<file path="src/rtl/sysctl_pkg.sv">
package sysctl_pkg;
    localparam int DATA_W = 32;
    localparam int ADDR_W = 12;
    localparam int WORD_W = ADDR_W - 2;
    localparam int ID_CNT = 12;
    localparam int ID_IDX_W = $clog2(ID_CNT);

    // Word indices (byte offset / 4)
    localparam logic [WORD_W-1:0] W_DBG      = WORD_W'(12'h000 >> 2);
    localparam logic [WORD_W-1:0] W_DBG_SET  = WORD_W'(12'h004 >> 2);
    localparam logic [WORD_W-1:0] W_DBG_CLR  = WORD_W'(12'h008 >> 2);
    localparam logic [WORD_W-1:0] W_CAUSE    = WORD_W'(12'h100 >> 2);
    localparam logic [WORD_W-1:0] W_MASK     = WORD_W'(12'h104 >> 2);
    localparam logic [WORD_W-1:0] W_TRIG     = WORD_W'(12'h108 >> 2);
    localparam logic [WORD_W-1:0] W_RETAIN   = WORD_W'(12'h10C >> 2);
    localparam logic [WORD_W-1:0] W_BOOT     = WORD_W'(12'h110 >> 2);
    localparam logic [WORD_W-1:0] W_HOLD     = WORD_W'(12'h118 >> 2);
    localparam logic [WORD_W-1:0] W_RSVD     = WORD_W'(12'h11C >> 2);
    localparam logic [WORD_W-1:0] W_WAKE     = WORD_W'(12'h120 >> 2);
    localparam logic [WORD_W-1:0] W_ID_FIRST = WORD_W'(12'hFD0 >> 2);

    localparam int TRIG_BIT = 9;
    localparam logic [DATA_W-1:0] CAUSE_INIT = 32'h0000_0001;
    localparam logic [DATA_W-1:0] BOOT_INIT  = 32'h1000_0000;

    typedef enum logic [3:0] {
        SEL_NONE, SEL_DBG, SEL_DBG_SET, SEL_DBG_CLR, SEL_CAUSE, SEL_MASK,
        SEL_TRIG, SEL_RETAIN, SEL_BOOT, SEL_HOLD, SEL_RSVD, SEL_WAKE, SEL_ID
    } reg_sel_e;

    typedef struct packed {
        logic [DATA_W-1:0] dbg;
        logic [DATA_W-1:0] cause;
        logic [DATA_W-1:0] mask;
        logic [DATA_W-1:0] retain;
        logic [DATA_W-1:0] boot;
        logic [DATA_W-1:0] hold;
        logic [DATA_W-1:0] wake;
    } ctl_state_t;

    function automatic logic [DATA_W-1:0] pad_by_size(input logic [DATA_W-1:0] d,
                                                      input logic [1:0] sz);
        logic [DATA_W-1:0] r;
        case (sz)
            2'd0:    r = {{(DATA_W-8){1'b0}},  d[7:0]};
            2'd1:    r = {{(DATA_W-16){1'b0}}, d[15:0]};
            default: r = d;
        endcase
        return r;
    endfunction

    function automatic logic [7:0] id_byte(input logic [ID_IDX_W-1:0] i);
        logic [7:0] b;
        case (i)
            4'd0:    b = 8'h04;
            4'd4:    b = 8'h54;
            4'd5:    b = 8'hB8;
            4'd6:    b = 8'h0B;
            4'd8:    b = 8'h0D;
            4'd9:    b = 8'hF0;
            4'd10:   b = 8'h05;
            4'd11:   b = 8'hB1;
            default: b = 8'h00;
        endcase
        return b;
    endfunction
endpackage

</file>
<file path="src/rtl/sysctl_decode.sv">
module sysctl_decode
    import sysctl_pkg::*;
(
    input  logic [WORD_W-1:0]   word,
    output reg_sel_e            sel,
    output logic [ID_IDX_W-1:0] id_idx
);
    logic [WORD_W-1:0] id_off;
    assign id_off = word - W_ID_FIRST;
    assign id_idx = id_off[ID_IDX_W-1:0];

    always_comb begin
        sel = SEL_NONE;
        if (word >= W_ID_FIRST) begin
            sel = SEL_ID;
        end else begin
            case (word)
                W_DBG:     sel = SEL_DBG;
                W_DBG_SET: sel = SEL_DBG_SET;
                W_DBG_CLR: sel = SEL_DBG_CLR;
                W_CAUSE:   sel = SEL_CAUSE;
                W_MASK:    sel = SEL_MASK;
                W_TRIG:    sel = SEL_TRIG;
                W_RETAIN:  sel = SEL_RETAIN;
                W_BOOT:    sel = SEL_BOOT;
                W_HOLD:    sel = SEL_HOLD;
                W_RSVD:    sel = SEL_RSVD;
                W_WAKE:    sel = SEL_WAKE;
                default:   sel = SEL_NONE;
            endcase
        end
    end
endmodule

</file>
<file path="src/rtl/sysctl_store.sv">
module sysctl_store
    import sysctl_pkg::*;
(
    input  logic              clk,
    input  logic              rst,
    input  logic              wr_en,
    input  reg_sel_e          sel,
    input  logic [DATA_W-1:0] wdata,
    output ctl_state_t        st,
    output logic              rst_req
);
    always_ff @(posedge clk) begin
        if (rst) begin
            st.dbg    <= '0;
            st.cause  <= CAUSE_INIT;
            st.mask   <= '0;
            st.retain <= '0;
            st.boot   <= BOOT_INIT;
            st.hold   <= '0;
            st.wake   <= '0;
            rst_req   <= 1'b0;
        end else begin
            rst_req <= wr_en && (sel == SEL_TRIG) && wdata[TRIG_BIT];
            if (wr_en) begin
                case (sel)
                    SEL_DBG_SET: st.dbg    <= st.dbg | wdata;
                    SEL_DBG_CLR: st.dbg    <= st.dbg & ~wdata;
                    SEL_CAUSE:   st.cause  <= wdata;
                    SEL_MASK:    st.mask   <= wdata;
                    SEL_RETAIN:  st.retain <= wdata;
                    SEL_BOOT:    st.boot   <= wdata;
                    SEL_HOLD:    st.hold   <= wdata;
                    SEL_WAKE:    st.wake   <= wdata;
                    default: ;
                endcase
            end
        end
    end

    AST_DBG_SET_ORS: assert property (@(posedge clk) disable iff (rst)
        (wr_en && sel == SEL_DBG_SET) |=> ((st.dbg & $past(wdata)) == $past(wdata)));
    AST_DBG_CLR_CLEARS: assert property (@(posedge clk) disable iff (rst)
        (wr_en && sel == SEL_DBG_CLR) |=> ((st.dbg & $past(wdata)) == '0));
    AST_DBG_ONLY_ALIASES: assert property (@(posedge clk) disable iff (rst)
        !(wr_en && (sel == SEL_DBG_SET || sel == SEL_DBG_CLR)) |=> $stable(st.dbg));
    AST_REQ_HAS_CAUSE: assert property (@(posedge clk) disable iff (rst)
        rst_req |-> $past(wr_en && sel == SEL_TRIG && wdata[TRIG_BIT]));
    AST_RETAIN_WRITTEN: assert property (@(posedge clk) disable iff (rst)
        (wr_en && sel == SEL_RETAIN) |=> (st.retain == $past(wdata)));
endmodule

</file>
<file path="src/rtl/sysctl_regblock.sv">
module sysctl_regblock
    import sysctl_pkg::*;
(
    input  logic              clk,
    input  logic              rst,
    input  logic [ADDR_W-1:0] bus_addr,
    input  logic              bus_wr,
    input  logic [1:0]        bus_size,
    input  logic [DATA_W-1:0] bus_wdata,
    output logic [DATA_W-1:0] bus_rdata,
    output logic              sys_reset_req
);
    reg_sel_e            sel;
    logic [ID_IDX_W-1:0] id_idx;
    logic [DATA_W-1:0]   wdata_eff;
    ctl_state_t          st;
    logic                unused_lane_bits;

    assign unused_lane_bits = ^bus_addr[1:0];
    assign wdata_eff = pad_by_size(bus_wdata, bus_size);

    sysctl_decode i_decode (
        .word   (bus_addr[ADDR_W-1:2]),
        .sel    (sel),
        .id_idx (id_idx)
    );

    sysctl_store i_store (
        .clk     (clk),
        .rst     (rst),
        .wr_en   (bus_wr),
        .sel     (sel),
        .wdata   (wdata_eff),
        .st      (st),
        .rst_req (sys_reset_req)
    );

    always_comb begin
        case (sel)
            SEL_DBG:    bus_rdata = st.dbg;
            SEL_CAUSE:  bus_rdata = st.cause;
            SEL_MASK:   bus_rdata = st.mask;
            SEL_RETAIN: bus_rdata = st.retain;
            SEL_BOOT:   bus_rdata = st.boot;
            SEL_HOLD:   bus_rdata = st.hold;
            SEL_WAKE:   bus_rdata = st.wake;
            SEL_ID:     bus_rdata = {{(DATA_W-8){1'b0}}, id_byte(id_idx)};
            default:    bus_rdata = '0;
        endcase
    end

    AST_WO_READS_ZERO: assert property (@(posedge clk) disable iff (rst)
        (bus_addr[ADDR_W-1:2] == W_DBG_SET || bus_addr[ADDR_W-1:2] == W_DBG_CLR ||
         bus_addr[ADDR_W-1:2] == W_TRIG) |-> (bus_rdata == '0));
    AST_ID_UPPER_ZERO: assert property (@(posedge clk) disable iff (rst)
        (bus_addr[ADDR_W-1:2] >= W_ID_FIRST) |-> (bus_rdata[DATA_W-1:8] == '0));
endmodule

</file>
<file path="config.mk">
export PLATFORM = sky130hd
export DESIGN_NAME = sysctl_regblock
export DESIGN_NICKNAME = d
export VERILOG_FILES = /design/src/rtl/sysctl_pkg.sv /design/src/rtl/sysctl_decode.sv /design/src/rtl/sysctl_store.sv /design/src/rtl/sysctl_regblock.sv
export SDC_FILE = /design/constraint.sdc
export NUM_CORES = 1
export LEC_CHECK = 0
export BUFFER_PORTS_ARGS = -buffer_cell sky130_fd_sc_hd__buf_2
export CORE_MARGIN = 5
export CORE_UTILIZATION = 35
export CTS_CLUSTER_DIAMETER = 200
export CTS_CLUSTER_SIZE = 20
export DETAILED_ROUTE_END_ITERATION = 12
export GPL_TIMING_DRIVEN = 0
export SYNTH_ARGS = -nofsm -noshare
export SYNTH_HDL_FRONTEND = slang
export SYNTH_SLANG_ARGS = --single-unit
</file>
<file path="constraint.sdc">
create_clock -name clk -period 3.5 [get_ports clk]
set_clock_uncertainty 0.2 [all_clocks]
set_input_delay 0.525 -clock clk [delete_from_list [all_inputs] [get_ports clk]]
set_output_delay 0.525 -clock clk [all_outputs]
set_load 0.01 [all_outputs]
</file>
==> impl_metrics.json <==
{
  "grt_pass1_vias": 9267,
  "avgSynthCellArea_um2": 8.42,
  "tns_ns": -0.0741,
  "cp-start-kind": "primary input",
  "hold_path_depth": 3,
  "ir_worst_vdd_v": 0.000282,
  "holdWs_ns": 0.152,
  "grt_max_degree": 21,
  "nets": 1398,
  "grt.overflow.total": 0,
  "min_period_over_period_pct": 101,
  "fmax_mhz": 282,
  "place_inst": 1689,
  "final_cell_mix": "nand2_1, dfxtp_1, a21oi_1",
  "p_per_area_nw_per_um2": 374,
  "cts_hold_buf": 0,
  "cts_tree": "yes",
  "antenna_found_initial": 0,
  "hold_start": "bus_wdata[9]",
  "critPathCaptureType": "output pin",
  "critPathKind": "in2out",
  "fillers": 3017,
  "rr_worst_depth": 2,
  "synth_top_cell_by_area": "dfxtp_1",
  "drv_slew": 0,
  "syn_to_final_growth_pct": 17.9,
  "drive_gt1_share_pct": 16.1,
  "synth_nets": 1287,
  "ant_nets": 0,
  "cts_root_buf": "clkbuf_16",
  "grt_use_total_pct": 21.7,
  "max_cap_violations": 0,
  "busiest_layer": "met2",
  "fin_ws_ns": -0.0425,
  "cts_made_buffers": 15,
  "n_antenna_cell": 0,
  "grt_pass1_wl_um": 56300,
  "setup_viol": 3,
  "die_h_um": 182,
  "die_w_um": 182,
  "crit_required_ns": 2.77,
  "clock_sinks": 225,
  "yosysWarnings": 0,
  "drt_iter0_markers": 1122,
  "placementRows": 63,
  "io_buffers": 70,
  "syn_inst": 1229,
  "worst_pin_slew_ns": 0.719,
  "r2r_setup_slack_ns": 2.60,
  "synth_cell_types": 57,
  "avgRoutedWirePerCell_um": 21.6,
  "post-dp-hpwl_um": 25600,
  "hold_end": "i_store.rst_req",
  "drt-total-wl_um": 37500,
  "worst-path-max-fanout": 8,
  "grt_use_met3_pct": 3.08,
  "outcome": "complete, but fails checks",
  "die_area_um2": 33100,
  "drt_pass1_iterations": 9,
  "met2_usage_pct": 34.6,
  "initial_utilization_pct": 35.2,
  "crit_arrival_ns": 2.82,
  "num_vias": 9669,
  "violations": "setup timing",
  "drc": 0,
  "use_met1_pct": 30.1,
  "clk_latency_ns": 0.48,
  "ioPinCount": 82,
  "cts_max_path_buffers": 3,
  "yosys.area.top_type_share_pct": 43.5,
  "synth-seq-area-share_pct": 43.5,
  "rsz0062_at_grt": "yes",
  "layout.cells.most_common": "nand2_1",
  "holdCritPathClass": "in2reg",
  "instances_no_fill": 1730,
  "slew_headroom_pct": 52.1,
  "netlist_top_cells_area": "dfxtp_1, mux2i_1, nand2_1",
  "period_minus_slack_ns": 3.54,
  "h-tree-depth": 1,
  "crit_start": "bus_addr[2]",
  "gp_congestion": 0.880,
  "via_per_inst": 5.59,
  "ys_seq_elements": 225,
  "clkTransAtPathRegs_ns": 0.09,
  "netlist_area_um2": 10300,
  "coreArea_um2": 29400,
  "p_leak_nw": 4.59,
  "finalHoldViolCount": 0
}
[critical path: stages]
cell	delay [ns]
buf_12	0.09
inv_8	0.04
ha_4	0.15
buf_6	0.13
or3_4	0.32
o31a_1	0.14
and4_4	0.19
buf_12	0.15
a222oi_1	0.58
o21a_1	0.23
o311ai_2	0.10
buf_2	0.16
[worst max-delay path by stage]
stage | cells after the start | slack (ns) | endpoint
after floorplan | 11 | 0.34 | bus_rdata[12]
after global placement | 12 | -0.84 | bus_rdata[16]
after detailed placement | 11 | -0.76 | bus_rdata[15]
after CTS | 12 | -0.03 | bus_rdata[3]
after global routing | 11 | -0.07 | bus_rdata[3]
final | 12 | -0.04 | bus_rdata[6]
[Yosys cell counts (all sizes together)]
| cell type | number |
|---|---|
| o311ai | 4 |
| o32a | 1 |
| and2 | 30 |
| nand2 | 235 |
| a211oi | 2 |
| nand4 | 1 |
| nor2b | 3 |
| a211o | 2 |
| nor2 | 109 |
| nor3 | 5 |
| a32oi | 3 |
| o41a | 1 |
| a222oi | 32 |
| a32o | 1 |
| ha | 9 |
| and4 | 1 |
| a21oi | 130 |
| or3 | 3 |
| a22o | 5 |
| o221ai | 25 |
| mux2i | 96 |
| nand4b | 1 |
| o31a | 2 |
| a311o | 2 |
| or2 | 2 |
| o31ai | 1 |
| or4 | 1 |
| nor4b | 2 |
| a21o | 2 |
| dfxtp | 225 |
| a2111oi | 1 |
| nand3b | 1 |
| buf | 48 |
| a31oi | 1 |
| o21ai | 30 |
| a22oi | 62 |
| nand3 | 44 |
| clkbuf | 88 |
| o21a | 4 |
| o211ai | 1 |
| inv | 6 |
| and3 | 5 |
| nor4 | 2 |
[cell families after synthesis]
logic type | after synthesis | share of synthesized area, %
DFF | 225 | 43.5
buffers and inverters | 142 | 6.49
muxes | 96 | 9.29
adders and majority gates | 9 | 1.09
and+or+nand+nor | 445 | 18.6
AOI/OAI and AO/OA | 312 | 20.9
[layout make-up]
class	count	area [um^2]	area share (%)
repair buffers	96	603	4.94
flip-flops and latches	225	4500	36.9
clock inverters	2	25.0	0.205
clock buffers	15	375	3.08
inverters	6	40.0	0.328
multi-input cells	862	5360	43.9
well taps	390	488	4.00
plain buffers	134	807	6.62
[metal layers]
layer | vias to the layer above | part of all wire [%]
met3 | 89 | 7.6
met4 | 0 | 3.8
met1 | 4648 | 44
met2 | 402 | 45
li1 | 4530 | -
met5 | - | 0
[stage by stage]
stage / area, um^2 / total power, mW / utilization (%) / worst slack, ns
floorplan: 10300 / 2.77 / - / 0.338
global placement: 11200 / 2.87 / 38.0 / -0.837
detailed placement: 11200 / 2.87 / 38.0 / -0.761
CTS: 12000 / 4.56 / 40.8 / -0.0264
global route: 12200 / 4.68 / 41.5 / -0.0726
finish: 12200 / 4.57 / 41.5 / -0.0425
[power breakdown]
part	internal, mW	switching, mW
Combinational	0.0916	0.209
Clock	0.787	0.921
Sequential	2.56	0.000401
[timing repair]
action                                  4_1_cts  5_1_grt
pin swaps                                    14       17
endpoints found under the hold margin         0        0
gates cloned                                  0        1
endpoints found under the setup margin       32       32
buffers inserted                             17        8
gates resized for setup                      94       28
Power figures use the tool's default switching activity.
